File: src/rtl/eic_pkg.sv
// Package: shared sense encodings and register offsets of the
// external interrupt controller. Offsets are byte addresses.
package eic_pkg;
    localparam int SENSE_W = 6;

    typedef enum logic [SENSE_W-1:0] {
        SNS_OFF  = 6'h00,
        SNS_LOW  = 6'h01,
        SNS_HIGH = 6'h02,
        SNS_FALL = 6'h04,
        SNS_RISE = 6'h08,
        SNS_BOTH = 6'h0C
    } sense_e;

    localparam int OFS_REQ      = 'h000;
    localparam int OFS_EN_CLR   = 'h004;
    localparam int OFS_EN_SET   = 'h008;
    localparam int OFS_DET      = 'h100;
    localparam int OFS_CFG_BASE = 'h180;
endpackage

File: src/rtl/eic_sync.sv
// Module: eic_sync
// Brings W asynchronous pins into the clock domain through two flops,
// then keeps one more flop holding the synchronised value one clock
// earlier so that edges can be found by comparison.
// Assumes: pins are stable for at least one clock per level.
module eic_sync #(
    parameter int W = 32
) (
    input  logic         clk,
    input  logic         rst_n,
    input  logic [W-1:0] pin_async,
    output logic [W-1:0] lvl_now,
    output logic [W-1:0] lvl_prev
);
    logic [W-1:0] meta_q;
    logic [W-1:0] sync_q;
    logic [W-1:0] hist_q;

    // Purpose: three-stage shift of every pin (two sync, one history).
    always_ff @(posedge clk) begin
        if (!rst_n) begin
            meta_q <= '0;
            sync_q <= '0;
            hist_q <= '0;
        end else begin
            meta_q <= pin_async;
            sync_q <= meta_q;
            hist_q <= sync_q;
        end
    end

    assign lvl_now  = sync_q;
    assign lvl_prev = hist_q;
endmodule

File: src/rtl/eic_sense.sv
// Module: eic_sense
// Decides for one pin whether the event selected by its sense field is
// present in this cycle. Purely combinational.
// Assumes: lvl_now/lvl_prev come from the synchroniser; an encoding not
// in the package list yields no event.
module eic_sense
    import eic_pkg::*;
(
    input  logic [SENSE_W-1:0] sense,
    input  logic               lvl_now,
    input  logic               lvl_prev,
    output logic               hit
);
    // Purpose: map sense encoding and pin history onto a hit.
    always_comb begin
        case (sense)
            SNS_LOW:  hit = !lvl_now;
            SNS_HIGH: hit = lvl_now;
            SNS_FALL: hit = !lvl_now && lvl_prev;
            SNS_RISE: hit = lvl_now && !lvl_prev;
            SNS_BOTH: hit = lvl_now ^ lvl_prev;
            default:  hit = 1'b0;
        endcase
    end
endmodule

File: src/rtl/eic_bus_decode.sv
// Module: eic_bus_decode
// Turns a byte address into one-hot selects for the fixed registers
// and a select plus index for the per-pin configuration bank.
// Assumes: ADDR_W >= 9 so the configuration bank is addressable.
module eic_bus_decode
    import eic_pkg::*;
#(
    parameter int ADDR_W   = 12,
    parameter int NUM_PINS = 32,
    parameter int IDX_W    = 5
) (
    input  logic [ADDR_W-1:0] addr,
    output logic              sel_req,
    output logic              sel_en_clr,
    output logic              sel_en_set,
    output logic              sel_det,
    output logic              sel_cfg,
    output logic [IDX_W-1:0]  cfg_idx
);
    localparam logic [ADDR_W-1:0] A_REQ   = ADDR_W'(OFS_REQ);
    localparam logic [ADDR_W-1:0] A_ENCLR = ADDR_W'(OFS_EN_CLR);
    localparam logic [ADDR_W-1:0] A_ENSET = ADDR_W'(OFS_EN_SET);
    localparam logic [ADDR_W-1:0] A_DET   = ADDR_W'(OFS_DET);
    localparam logic [ADDR_W-1:0] A_CFG   = ADDR_W'(OFS_CFG_BASE);
    localparam logic [ADDR_W-1:0] CFG_SPAN = ADDR_W'(NUM_PINS * 4);

    logic [ADDR_W-1:0] cfg_off;

    // Purpose: compare the address with every mapped location.
    always_comb begin
        cfg_off    = addr - A_CFG;
        sel_req    = (addr == A_REQ);
        sel_en_clr = (addr == A_ENCLR);
        sel_en_set = (addr == A_ENSET);
        sel_det    = (addr == A_DET);
        sel_cfg    = (addr >= A_CFG) && (cfg_off < CFG_SPAN) && (addr[1:0] == 2'b00);
        cfg_idx    = cfg_off[IDX_W+1:2];
    end
endmodule

File: src/rtl/ext_irq_ctrl.sv
// Module: ext_irq_ctrl (top)
// External interrupt controller: per-pin synchroniser and sense
// detection, sticky write-one-to-clear detect status, set/clear enable
// registers, per-pin configuration, one interrupt output per pin.
// Assumes: NUM_PINS <= DATA_W, single-cycle write/read strobes,
// synchronous active-low reset.
module ext_irq_ctrl
    import eic_pkg::*;
#(
    parameter int NUM_PINS = 32,
    parameter int ADDR_W   = 12,
    parameter int DATA_W   = 32
) (
    input  logic                clk,
    input  logic                rst_n,
    input  logic [NUM_PINS-1:0] pin_in,
    input  logic [ADDR_W-1:0]   bus_addr,
    input  logic [DATA_W-1:0]   bus_wdata,
    input  logic                bus_wr,
    input  logic                bus_rd,
    output logic [DATA_W-1:0]   bus_rdata,
    output logic [NUM_PINS-1:0] irq_out
);
    localparam int IDX_W = (NUM_PINS > 1) ? $clog2(NUM_PINS) : 1;

    logic [NUM_PINS-1:0] lvl_now, lvl_prev, hit_vec;
    logic [NUM_PINS-1:0] det_q, en_q;
    logic [NUM_PINS-1:0] det_clr, en_clr, en_set;
    logic [SENSE_W-1:0]  cfg_q [NUM_PINS];
    logic [NUM_PINS*SENSE_W-1:0] cfg_flat;
    logic sel_req, sel_en_clr, sel_en_set, sel_det, sel_cfg;
    logic [IDX_W-1:0] cfg_idx;
    logic [DATA_W-1:0] rd_mux;

    eic_sync #(.W(NUM_PINS)) sync_i (
        .clk(clk), .rst_n(rst_n), .pin_async(pin_in),
        .lvl_now(lvl_now), .lvl_prev(lvl_prev)
    );

    eic_bus_decode #(.ADDR_W(ADDR_W), .NUM_PINS(NUM_PINS), .IDX_W(IDX_W)) dec_i (
        .addr(bus_addr), .sel_req(sel_req), .sel_en_clr(sel_en_clr),
        .sel_en_set(sel_en_set), .sel_det(sel_det), .sel_cfg(sel_cfg),
        .cfg_idx(cfg_idx)
    );

    for (genvar g = 0; g < NUM_PINS; g++) begin : g_pin
        eic_sense sense_i (
            .sense(cfg_q[g]), .lvl_now(lvl_now[g]),
            .lvl_prev(lvl_prev[g]), .hit(hit_vec[g])
        );

        // Purpose: hold pin g's sense field, written only at its own offset.
        always_ff @(posedge clk) begin
            if (!rst_n)
                cfg_q[g] <= '0;
            else if (bus_wr && sel_cfg && (cfg_idx == IDX_W'(g)))
                cfg_q[g] <= bus_wdata[SENSE_W-1:0];
        end

        assign cfg_flat[g*SENSE_W +: SENSE_W] = cfg_q[g];
    end

    // Purpose: derive the per-bit clear and set masks of this write.
    always_comb begin
        det_clr = (bus_wr && sel_det)    ? bus_wdata[NUM_PINS-1:0] : '0;
        en_clr  = (bus_wr && sel_en_clr) ? bus_wdata[NUM_PINS-1:0] : '0;
        en_set  = (bus_wr && sel_en_set) ? bus_wdata[NUM_PINS-1:0] : '0;
    end

    // Purpose: sticky detect status; a new hit outranks a clear.
    always_ff @(posedge clk) begin
        if (!rst_n)
            det_q <= '0;
        else
            det_q <= (det_q & ~det_clr) | hit_vec;
    end

    // Purpose: enable mask, changed only through the set and clear offsets.
    always_ff @(posedge clk) begin
        if (!rst_n)
            en_q <= '0;
        else
            en_q <= (en_q & ~en_clr) | en_set;
    end

    // Purpose: select the read value for the addressed location.
    always_comb begin
        if (sel_req)
            rd_mux = DATA_W'(det_q & en_q);
        else if (sel_en_clr)
            rd_mux = DATA_W'(en_q);
        else if (sel_det)
            rd_mux = DATA_W'(det_q);
        else if (sel_cfg)
            rd_mux = DATA_W'(cfg_q[cfg_idx]);
        else
            rd_mux = '0;
    end

    // Purpose: register read data on the read strobe, hold it otherwise.
    always_ff @(posedge clk) begin
        if (!rst_n)
            bus_rdata <= '0;
        else if (bus_rd)
            bus_rdata <= rd_mux;
    end

    assign irq_out = det_q & en_q;
endmodule

File: config.mk
export PLATFORM = sky130hd
export DESIGN_NAME = ext_irq_ctrl
export DESIGN_NICKNAME = d
export VERILOG_FILES = /design/src/rtl/eic_pkg.sv /design/src/rtl/eic_sync.sv /design/src/rtl/eic_sense.sv /design/src/rtl/eic_bus_decode.sv /design/src/rtl/ext_irq_ctrl.sv
export SDC_FILE = /design/constraint.sdc
export NUM_CORES = 1
export LEC_CHECK = 0
export ABC_AREA = 1
export BUFFER_PORTS_ARGS = -buffer_cell sky130_fd_sc_hd__buf_4
export CAP_MARGIN = 30
export CORE_ASPECT_RATIO = 1.5
export CORE_MARGIN = 2
export CORE_UTILIZATION = 50
export CTS_BUF_LIST = sky130_fd_sc_hd__clkbuf_4 sky130_fd_sc_hd__clkbuf_8 sky130_fd_sc_hd__clkbuf_16
export DETAILED_ROUTE_END_ITERATION = 12
export PLACE_DENSITY_LB_ADDON = 0.25
export SYNTH_ARGS = -nofsm -noshare
export SYNTH_HDL_FRONTEND = slang
export SYNTH_SLANG_ARGS = --single-unit
File: constraint.sdc
create_clock -name clk -period 6.78 [get_ports clk]
set_input_delay 1.017 -clock clk [delete_from_list [all_inputs] [get_ports clk]]
set_output_delay 1.017 -clock clk [all_outputs]
set_load 0.02 [all_outputs]
==> results.yml <==
power:
  finalPower_uw: 5150
  ir_drop_mv: 0.2132
  leakagePower_uw: 0.01007
  p_per_area_nw_per_um2: 229.1
detailed_routing:
  drt_iter0_markers: 1475
  routed_via_density: 5.396
  drtAntennaViolNets: 0
  drc: 0
  wl_um: 57360
  avgRoutedWirePerCell_um: 18.51
  vias: 16720
  dr.pass1.iters: 8
cells_and_area:
  final_area_um2: 22480
  nNetsFinal: 2715
  syn2layout_area_growth_pct: 13.02
  antenna_cells: 0
  drive_gt1_share_pct: 15.28
die:
  die_h_um: 248.3
  initial_core_util_pct: 50.59
  die_width_um: 166.8
  pin_count: 144
  num_rows: 89
  die-area_um2: 41420
  coreArea_um2: 39310
synth:
  ys_seq_elements: 384
  synthesis.nets: 2620
  yosys_warnings: 0
  synthTopCellsByArea: "edfxtp_1 29%, dfxtp_1 19%, nand2_1 13%"
  synth_common_cells: "690 x nand2_1, 358 x inv_1, 231 x nor2_1, 192 x dfxtp_1, 192 x edfxtp_1"
  synth_cell_types: 46
  synth_flop_cell: "edfxtp_1"
  synth_edf_count: 192
  yosysMostFrequentCell: "nand2_1"
  avgSynthCellArea_um2: 8.035
  synth_top_cell_by_area: "edfxtp_1"
  synthCells: 2475
  seq_area_frac_synth_pct: 48.32
  syn-cell-area_um2: 19890
  synth.top_cell.area_share_pct: 28.99
  ys_async_sr_fraction_pct: 0
grt:
  grt_pass1_vias: 16280
  antenna_found_initial: 0
  grt_max_degree: 90
  grt_pass1_wl_um: 88870
  grt-ovfl-total: 0
  track_usage_pct: 27.69
sta:
  max_slew.worst_pin.slew_ns: 0.9523
  setup_viol: 0
  slew_headroom_pct: 36.51
  tns_ns: 0
  setup_slack_ns: 2.934
  final.min_clock_period_ns: 3.846
  fin_crit_sh_pct: 56.72
  maxSlewViolCount: 0
  hold_violations: 0
  rsz0062_at_grt: "no"
  final.setup_skew_ns: 0.01877
  max_freq_ghz: 0.2600
clocking:
  post_cts_buffers: 0
  clock_latency_ns: 0.54
  cts_resized: 0
  cts_max_level: 2
  root_buffer: "clkbuf_16"
  cts_buffers: 38
  ctsHoldBuffers: 0
  cts_num_sinks: 384
  path_clk_slew_ns: 0.06
  max-clock-path-buffers: 3
  cts_tree: "built"
worst_setup_path:
  r2r_setup_slack_ns: 4.91
  cp_max_fo: 37
  reg2regPathDepth: 12
  rr_endpoint: "bus_rdata[3]"
  reg2reg_from: "cfg_q[17][3]"
  cp.arrival_ns: 4.22
  cp.required_ns: 7.15
  critical_path.endpoint: "det_q[21]"
  path_class: "primary input to flop"
  cp-start-kind: "primary input"
  critPathLaunch: "bus_addr[2]"
  end_kind: "flop"
job:
  drv_cap: 0
placed_design:
  place_ws_ns: 2.384
  post_dp_cell_area_um2: 21230
  gp_congestion: 0.9431
  port-buffer-count: 143
  dp_hpwl_um: 40720
status:
  outcome: "completed"
min_path:
  min_path_type: "flop to flop"
==> worst min-delay path by stage <==
| stage | slack (ns) | cells after the start | start | end |
|---|---|---|---|---|
| finish | 0.40 | 2 | sync_i.meta_q[22] | sync_i.lvl_now[22] |
| global route | 0.43 | 2 | sync_i.meta_q[25] | sync_i.lvl_now[25] |
| CTS | 0.41 | 2 | sync_i.meta_q[22] | sync_i.lvl_now[22] |
| detailed placement | 0.40 | 2 | sync_i.meta_q[20] | sync_i.lvl_now[20] |
| global placement | 0.39 | 2 | sync_i.meta_q[26] | sync_i.lvl_now[26] |
| floorplan | 0.39 | 2 | sync_i.meta_q[0] | sync_i.lvl_now[0] |
==> layout by cell type, fill, tap and decap left out, types with 2 or more instances in the layout <==
cell and count:
nand2_1 690, inv_1 356, nor2_1 231, dfxtp_1 192
edfxtp_1 192, a21oi_1 174, buf_4 157, nor2_2 109
o21ai_1 65, ha_1 65, o21ai_0 52, clkbuf_16 40
nor3_1 29, o31ai_1 29, o2111ai_1 25, a31o_1 25
o211ai_1 22, nand3_4 21, nand3_1 15, inv_2 14
clkinv_2 13, nand4_1 13, nand3_2 11, clkinv_1 9
a2111oi_0 6, clkbuf_8 4, nand2_4 3, nor2_4 3
o311ai_0 3, clkbuf_4 3, buf_6 3, inv_4 2
xor2_1 2, nor2_8 2, nand2_2 2, nor3_4 2
a22oi_1 2, bufinv_16 2
==> layout make-up <==
type | instances | area [um2]
Fill cell | 3572 | 16830
Sequential cell | 384 | 9609
Multi-Input combinational cell | 1608 | 8346
Inverter | 377 | 1424
Timing Repair Buffer | 161 | 1232
Clock buffer | 47 | 1079
Tap cell | 500 | 625.6
Clock inverter | 22 | 161.4
==> registers in the layout, summed over array words and instances (netlist names) <==
signal           flops
cfg_q              192
sync_i.meta_q       32
bus_rdata           32
det_q               32
sync_i.lvl_prev     32
en_q                32
sync_i.lvl_now      32
==> power breakdown <==
part / internal, uW / switching [uW] / leakage [uW]
sequential: 2520 / 73.0 / 0.00339
clock: 1210 / 895 / 0.000628
combinational: 134 / 316 / 0.00606
==> logic make-up (layout without fill, tap and decap cells) <==
kind of cell	after synthesis	after routing	share of synthesized area, %
fa+ha+maj	65	65	4.089
compound gates	406	406	12.05
simple gates	1135	1135	25.70
buf+inv	483	607	9.752
xor+xnor	2	2	0.08809
flops	384	384	48.32
==> worst max-delay path, stage by stage <==
cell,delay (ns)
buf_4,0.26
inv_2,0.60
nand2_4,0.30
nor2_4,0.21
inv_2,0.09
nor2_1,0.11
nand2_1,0.07
inv_2,0.48
nand2_2,0.61
o21ai_1,0.33
a21oi_1,0.09
==> metrics by stage <==
step                      util, %  hold slack [ns]  cells
after floorplan                 -           0.3905   2475
after global placement      53.90           0.3921   3026
after detailed placement    54.01           0.3968   3029
after CTS                   57.16           0.4061   3098
after global routing        57.18           0.4279   3099
final                       57.18           0.4023   3099
==> routing by layer <==
metal | GRT usage [%] | vias to the layer above | part of all wire [%]
met2 | 49.92 | 641 | 50
met1 | 32.25 | 7820 | 38
met5 | 0 | - | 0
li1 | - | 8104 | -
met3 | 3.797 | 156 | 6.7
met4 | 13.95 | 0 | 5.1
No activity file was read; power rests on OpenSTA's default activity.
